File: src/rtl/wdt2_pkg.sv
package wdt2_pkg;

   localparam logic [7:0] PM_SMI_CTL_OFS = 8'h30;
   localparam logic [7:0] TMR_BASE_OFS   = 8'h60;
   localparam logic [7:0] TMR_STATUS_OFS = 8'h04;
   localparam logic [7:0] TMR_PERIOD_OFS = 8'h08;

   localparam logic [7:0] ADDR_SMI_CTL = PM_SMI_CTL_OFS;
   localparam logic [7:0] ADDR_STATUS  = TMR_BASE_OFS + TMR_STATUS_OFS;
   localparam logic [7:0] ADDR_PERIOD  = TMR_BASE_OFS + TMR_PERIOD_OFS;

   localparam int unsigned SMI_EN_BIT   = 13;
   localparam int unsigned EXP_FLAG_BIT = 3;

   typedef enum logic [1:0] {
      SEL_NONE,
      SEL_SMI_CTL,
      SEL_STATUS,
      SEL_PERIOD
   } wdt2_sel_e;

endpackage

File: src/rtl/wdt2_regs.sv
module wdt2_regs
   import wdt2_pkg::*;
#(
   parameter int unsigned ADDR_W     = 8,
   parameter int unsigned DATA_W     = 32,
   parameter int unsigned CNT_W      = 16,
   parameter int unsigned PERIOD_RST = 1000,
   parameter bit          SMI_EN_RST = 1'b1
) (
   input  logic              clk,
   input  logic              rst_n,
   input  logic              req_i,
   input  logic              we_i,
   input  logic [ADDR_W-1:0] addr_i,
   input  logic [DATA_W-1:0] wdata_i,
   output logic [DATA_W-1:0] rdata_o,
   input  logic              flag_i,
   output logic              smi_en_o,
   output logic [CNT_W-1:0]  period_o,
   output logic              flag_clr_o
);

   localparam logic [ADDR_W-1:0] A_SMI    = ADDR_W'(ADDR_SMI_CTL);
   localparam logic [ADDR_W-1:0] A_STATUS = ADDR_W'(ADDR_STATUS);
   localparam logic [ADDR_W-1:0] A_PERIOD = ADDR_W'(ADDR_PERIOD);
   localparam logic [CNT_W-1:0]  PER_INIT = CNT_W'(PERIOD_RST);

   wdt2_sel_e        sel;
   logic             wr_en;
   logic             smi_en_q;
   logic [CNT_W-1:0] period_q;

   always_comb begin
      unique case (addr_i)
         A_SMI:    sel = SEL_SMI_CTL;
         A_STATUS: sel = SEL_STATUS;
         A_PERIOD: sel = SEL_PERIOD;
         default:  sel = SEL_NONE;
      endcase
   end

   assign wr_en = req_i & we_i;

   always_ff @(posedge clk or negedge rst_n) begin
      if (!rst_n) begin
         smi_en_q <= SMI_EN_RST;
         period_q <= PER_INIT;
      end else if (wr_en) begin
         if (sel == SEL_SMI_CTL) smi_en_q <= wdata_i[SMI_EN_BIT];
         if (sel == SEL_PERIOD)  period_q <= wdata_i[CNT_W-1:0];
      end
   end

   assign flag_clr_o = wr_en && (sel == SEL_STATUS) && wdata_i[EXP_FLAG_BIT];
   assign smi_en_o   = smi_en_q;
   assign period_o   = period_q;

   always_comb begin
      rdata_o = '0;
      if (req_i && !we_i) begin
         unique case (sel)
            SEL_SMI_CTL: rdata_o[SMI_EN_BIT]   = smi_en_q;
            SEL_STATUS:  rdata_o[EXP_FLAG_BIT] = flag_i;
            SEL_PERIOD:  rdata_o[CNT_W-1:0]    = period_q;
            default:     rdata_o = '0;
         endcase
      end
   end

   logic unused_wdata;
   assign unused_wdata = ^wdata_i;

   // a write to an unmapped address leaves both registers unchanged
   a_r10_unmapped_write: assert property (@(posedge clk) disable iff (!rst_n)
      (wr_en && sel == SEL_NONE) |=> ($stable(smi_en_q) && $stable(period_q)));

endmodule

File: src/rtl/wdt2_countdown.sv
module wdt2_countdown #(
   parameter int unsigned CNT_W      = 16,
   parameter int unsigned PERIOD_RST = 1000
) (
   input  logic             clk,
   input  logic             rst_n,
   input  logic             tick_i,
   input  logic             reload_i,
   input  logic [CNT_W-1:0] period_i,
   output logic             expire_o
);

   localparam logic [CNT_W-1:0] ONE      = CNT_W'(1);
   localparam logic [CNT_W-1:0] CNT_INIT = (PERIOD_RST == 0) ? ONE : CNT_W'(PERIOD_RST);

   logic [CNT_W-1:0] count_q;
   logic [CNT_W-1:0] load_val;
   logic             last_step;

   assign load_val  = (period_i == '0) ? ONE : period_i;
   assign last_step = (count_q <= ONE);
   assign expire_o  = tick_i & ~reload_i & last_step;

   always_ff @(posedge clk or negedge rst_n) begin
      if (!rst_n)                    count_q <= CNT_INIT;
      else if (reload_i || expire_o) count_q <= load_val;
      else if (tick_i)               count_q <= count_q - ONE;
   end

   // the count never sits at zero
   a_r2_count_nonzero: assert property (@(posedge clk) disable iff (!rst_n)
      count_q != '0);
   // with no tick and no reload the count holds
   a_r2_idle_hold: assert property (@(posedge clk) disable iff (!rst_n)
      (!tick_i && !reload_i) |=> $stable(count_q));
   // a reload never coincides with an expiry
   a_r7_kick_blocks: assert property (@(posedge clk) disable iff (!rst_n)
      reload_i |-> !expire_o);

endmodule

File: src/rtl/wdt2_escalate.sv
module wdt2_escalate (
   input  logic clk,
   input  logic rst_n,
   input  logic expire_i,
   input  logic clear_i,
   input  logic smi_en_i,
   output logic flag_o,
   output logic smi_o,
   output logic sysrst_o
);

   logic flag_q, smi_q, rst_q;
   logic flag_live;

   // A clear in the same cycle is applied before the expiry is judged
   assign flag_live = flag_q & ~clear_i;

   always_ff @(posedge clk or negedge rst_n) begin
      if (!rst_n) begin
         flag_q <= 1'b0;
         smi_q  <= 1'b0;
         rst_q  <= 1'b0;
      end else begin
         smi_q <= 1'b0;
         rst_q <= 1'b0;
         if (expire_i) begin
            if (flag_live) begin
               rst_q  <= 1'b1;
               flag_q <= 1'b0;
            end else begin
               flag_q <= 1'b1;
               smi_q  <= smi_en_i;
            end
         end else begin
            flag_q <= flag_live;
         end
      end
   end

   assign flag_o   = flag_q;
   assign smi_o    = smi_q;
   assign sysrst_o = rst_q;

   a_r4_smi_single: assert property (@(posedge clk) disable iff (!rst_n)
      smi_q |=> !smi_q);
   a_r4_smi_gated: assert property (@(posedge clk) disable iff (!rst_n)
      smi_q |-> $past(smi_en_i));
   a_r3_smi_with_flag: assert property (@(posedge clk) disable iff (!rst_n)
      smi_q |-> flag_q);
   a_r5_rst_single: assert property (@(posedge clk) disable iff (!rst_n)
      rst_q |=> !rst_q);
   a_r5_rst_after_flag: assert property (@(posedge clk) disable iff (!rst_n)
      rst_q |-> ($past(flag_q) && !flag_q));
   a_r5_no_smi_on_rst: assert property (@(posedge clk) disable iff (!rst_n)
      !(rst_q && smi_q));

endmodule

File: src/rtl/twostage_wdt.sv
module twostage_wdt #(
   parameter int unsigned ADDR_W     = 8,
   parameter int unsigned DATA_W     = 32,
   parameter int unsigned CNT_W      = 16,
   parameter int unsigned PERIOD_RST = 1000,
   parameter bit          SMI_EN_RST = 1'b1
) (
   input  logic              clk,
   input  logic              rst_n,
   input  logic              tick_i,
   input  logic              kick_i,
   input  logic              bus_req_i,
   input  logic              bus_we_i,
   input  logic [ADDR_W-1:0] bus_addr_i,
   input  logic [DATA_W-1:0] bus_wdata_i,
   output logic [DATA_W-1:0] bus_rdata_o,
   output logic              smi_req_o,
   output logic              sys_rst_o
);

   localparam int unsigned MIN_DATA_W = wdt2_pkg::SMI_EN_BIT + 1;

   if (ADDR_W < 7) begin : g_bad_addr
      $error("ADDR_W too small for the register map");
   end
   if (DATA_W < MIN_DATA_W || CNT_W > DATA_W) begin : g_bad_data
      $error("DATA_W must hold the enable bit and the period");
   end
   if (CNT_W < 2 || CNT_W > 32) begin : g_bad_cnt
      $error("CNT_W out of range");
   end
   if (PERIOD_RST >= (64'd1 << CNT_W)) begin : g_bad_period
      $error("PERIOD_RST does not fit CNT_W");
   end

   logic             flag;
   logic             smi_en;
   logic [CNT_W-1:0] period;
   logic             flag_clr_w;
   logic             expire;

   wdt2_regs #(
      .ADDR_W(ADDR_W), .DATA_W(DATA_W), .CNT_W(CNT_W),
      .PERIOD_RST(PERIOD_RST), .SMI_EN_RST(SMI_EN_RST)
   ) u_regs (
      .clk(clk), .rst_n(rst_n),
      .req_i(bus_req_i), .we_i(bus_we_i), .addr_i(bus_addr_i),
      .wdata_i(bus_wdata_i), .rdata_o(bus_rdata_o),
      .flag_i(flag), .smi_en_o(smi_en), .period_o(period),
      .flag_clr_o(flag_clr_w)
   );

   wdt2_countdown #(.CNT_W(CNT_W), .PERIOD_RST(PERIOD_RST)) u_count (
      .clk(clk), .rst_n(rst_n), .tick_i(tick_i), .reload_i(kick_i),
      .period_i(period), .expire_o(expire)
   );

   wdt2_escalate u_esc (
      .clk(clk), .rst_n(rst_n), .expire_i(expire),
      .clear_i(flag_clr_w | kick_i), .smi_en_i(smi_en),
      .flag_o(flag), .smi_o(smi_req_o), .sysrst_o(sys_rst_o)
   );

   // a kick leaves the flag clear on the next cycle
   a_r7_kick_clears: assert property (@(posedge clk) disable iff (!rst_n)
      kick_i |=> !flag);

endmodule

File: config.mk
export PLATFORM = sky130hd
export DESIGN_NAME = twostage_wdt
export DESIGN_NICKNAME = d
export VERILOG_FILES = /design/src/rtl/wdt2_pkg.sv /design/src/rtl/wdt2_regs.sv /design/src/rtl/wdt2_countdown.sv /design/src/rtl/wdt2_escalate.sv /design/src/rtl/twostage_wdt.sv
export SDC_FILE = /design/constraint.sdc
export NUM_CORES = 1
export LEC_CHECK = 0
export CORE_MARGIN = 5
export CORE_UTILIZATION = 40
export CTS_BUF_LIST = sky130_fd_sc_hd__clkbuf_8 sky130_fd_sc_hd__clkbuf_16
export CTS_CLUSTER_DIAMETER = 50
export DETAILED_ROUTE_END_ITERATION = 6
export PLACE_DENSITY_LB_ADDON = 0.2
export SETUP_SLACK_MARGIN = 0.05
export SYNTH_ARGS = -nofsm -noshare
export SYNTH_HDL_FRONTEND = slang
export SYNTH_SLANG_ARGS = --single-unit
File: constraint.sdc
create_clock -name clk -period 1.9 [get_ports clk]
set_input_delay 0.285 -clock clk [delete_from_list [all_inputs] [get_ports clk]]
set_output_delay 0.285 -clock clk [all_outputs]
set_load 0.1 [all_outputs]
==> out/results.ini <==
[outcome]
status = complete, but fails checks
violations = setup timing

[power_and_ir_drop]
p_switching_w = 0.0007704
power_frac_comb = 0.318
p_clk_frac = 0.266
power_density_nw_per_um2 = 577.8
peakVddDrop_uv = 375.5
sequentialPowerShare = 0.416
p_int_w = 0.001352
p_sw_frac = 0.3629
power.leakage_nw = 1.558

[clock_network]
cts_buffers = 5
htreeDepth = 2
cts_tree = done
cts.sinks = 36
cts_root_buf = clkbuf_8
insertion_delay_ns = 0.30
path_clk_slew_ns = 0.08
cts_buffer_depth = 2

[drt]
wl_per_cell_um = 17.84
dr.first_iter.drc_count = 236
postRouteAntennaNets = 0
num_vias = 2271
drc = 0
via_per_inst = 5.649
wl_um = 7170
first_pass_iters = 4

[logic_synthesis]
ys_seq_area_frac = 0.4088
syn_area_per_cell_um2 = 9.628
syn_inst = 233
netlist_area_um2 = 2243
ys.warnings.count = 0
ys_ff_latch = 36
synth_edf_count = 0
ys_types = 56
yosysTopAreaCell = dfrtp_1
async_flop_share = 1.000
ys_top_cells_by_area = dfrtp_1, dfstp_2, mux2_2, buf_4, and2_1
yosysTopAreaCellShare = 0.2566
ys.flop_type = dfrtp_1

[worst_setup_path]
critPathKind = primary input to output port
endpoint_kind = output port
r2r-start = u_count.count_q[0]
crit_fanout = 13
reg2reg_slack_ns = 0.01
reg2reg_to = u_count.count_q[11]
crit_arrival_ns = 1.85
start_kind = primary input
critPathRequiredTime_ns = 1.62
worst-r2r-cell-count = 5

[layout]
final_util = 0.6712
fillCellCount = 417
final_area_um2 = 3674
fin_cells = 402
diodes = 0
drive_gt1_frac = 0.4939
multi_input_area_um2 = 1500
syn_to_final_growth_pct = 63.75
seq_area_um2 = 918.4
nets = 378

[timing]
hold_viol = 0
rsz0062_at_grt = true
fin_crit_ns = 2.136
setup_viol_count_final = 32
slew_viol_final = 0
holdWs_ns = 0.4046
setup_slack_ns = -0.2358
period_share = 1.124
final.setup_skew_ns = 0.005379
fmax_ghz = 0.4682

[floorplanning]
coreArea_um2 = 5473
pin_count = 80
initial_core_util = 0.4099
dieArea_um2 = 7206
row_count = 27
die_w_um = 84.89
fp.dieH_um = 84.89

[grt]
grt_pass1_vias = 2068
grt_pass1_wl_um = 10560
grt_max_degree = 37
overflow = 0
antenna_found_initial = 0
grt_util_all_layers = 0.1858

[placed_design]
gp_congestion = 0.8500
dpl_cell_area_um2 = 3272
dp_hpwl_um = 4760
portBuffers = 47
numPlacedInstances = 379
place_ws_ns = -0.6002

[flow_run]
drv_cap = 0

[hold_path]
worstHoldPathType = primary input to async pin

[cell type report]
| cell class | count | area share |
|---|---|---|
| Clock buffer | 5 | 0.01873 |
| Clock inverter | 3 | 0.006471 |
| Inverter | 6 | 0.006131 |
| Multi-Input combinational cell | 182 | 0.4084 |
| Sequential cell | 36 | 0.2500 |
| Tap cell | 72 | 0.02452 |
| Timing Repair Buffer | 98 | 0.2858 |
[cells in the mapped netlist, types with 4 or more instances]
library cell  instances
or4_1                 4
nor4_1                8
dfrtp_1              23
buf_4                16
o21ai_0               7
clkbuf_1              7
nand2_1              11
a21oi_1               5
inv_1                 5
nor3_1               11
dfstp_2              13
and2_1               14
nand3_1              12
mux2_2               17
nor2_1               21
[layer usage]
metal  wire [um]  track usage  up-vias  share of wire
met4         158      0.05755        0          0.022
met1        2941       0.2461     1135           0.41
met3         484      0.04272       19          0.068
met5           0            0        -              0
met2        3584       0.3025       88           0.50
li1            -            -     1029              -
[registers in the layout, summed over array words and instances, names as in the netlist]
signal,count
u_esc.sysrst_o,1
u_count.count_q,16
u_regs.smi_en_o,1
u_esc.smi_o,1
u_esc.flag_o,1
u_regs.period_o,16
[cell families (layout without fill, tap and decap cells)]
group                      Yosys count  in the layout  synth area share
buffers and inverters               30            112           0.08032
other                                1             16          0.001672
and+or+nand+nor                     99             99            0.2476
xor gates and xnor gates             1              1          0.003905
AOI/OAI and AO/OA                   46             46            0.1556
adders and majority gates            3              3           0.01673
muxes                               17             17           0.08533
DFF                                 36             36            0.4088
[cell usage in the layout (no fill, tap or decap), drive strengths merged, types with 2 or more instances in the layout]
cell type      count
a21oi              5
a22oi              2
a311oi             2
a31oi              3
a32oi              2
a41oi              2
and2              14
and3               2
buf               72
clkbuf             6
clkdlybuf4s50     25
clkinv             2
clkinvlp           2
conb              16
dfrtp             23
dfstp             13
ha                 3
inv                5
mux2              17
nand2             11
nand2b             2
nand3             12
nor2              22
nor2b              3
nor3              11
nor3b              2
nor4              10
o21ai              8
o221a              3
o22ai              2
o31ai              3
or4                4
[worst max-delay path, cell delays in order]
cell and delay, ns:
buf_6 0.09, or4b_4 0.55, nor3b_4 0.23, nand2_2 0.11, nor2_4 0.11, buf_12 0.14
and2_4 0.16, buf_12 0.16
[power groups by stage]
stage / registers [W] / logic (W) / clock network [W]
floorplan: 0.000874 / 0.000379 / 0
global placement: 0.000881 / 0.000554 / 0
detailed placement: 0.000882 / 0.000561 / 0
CTS: 0.000870 / 0.000595 / 0.000567
global route: 0.000888 / 0.000717 / 0.000597
finish: 0.000883 / 0.000674 / 0.000565
[through the flow]
stage / setup TNS [ns] / total power [W]
floorplan: -3.359 / 0.001254
global placement: -17.69 / 0.001435
detailed placement: -18.68 / 0.001443
CTS: -3.428 / 0.002032
global route: -6.422 / 0.002202
finish: -4.894 / 0.002123
[repair_timing]
action,CTS,global route
cloned,1,1
hold buffers,0,0
gates resized for setup,28,26
setup buffers,3,11
pin swaps,5,14
endpoints found under the setup margin,44,45
hold endpoints to repair,0,0
[how the worst max path moves through the flow]
stage / startpoint / endpoint / slack (ns) / depth (start not counted)
after CTS: bus_addr_i[7] / bus_rdata_o[3] / -0.29 / 6
after floorplan: bus_addr_i[1] / bus_rdata_o[3] / -0.35 / 3
after global placement: bus_addr_i[1] / bus_rdata_o[13] / -0.61 / 7
after detailed placement: bus_addr_i[1] / bus_rdata_o[11] / -0.60 / 8
after global routing: bus_addr_i[7] / bus_rdata_o[9] / -0.29 / 8
final: bus_addr_i[7] / bus_rdata_o[11] / -0.24 / 8
Note: power is estimated with default switching activity, not from simulation.
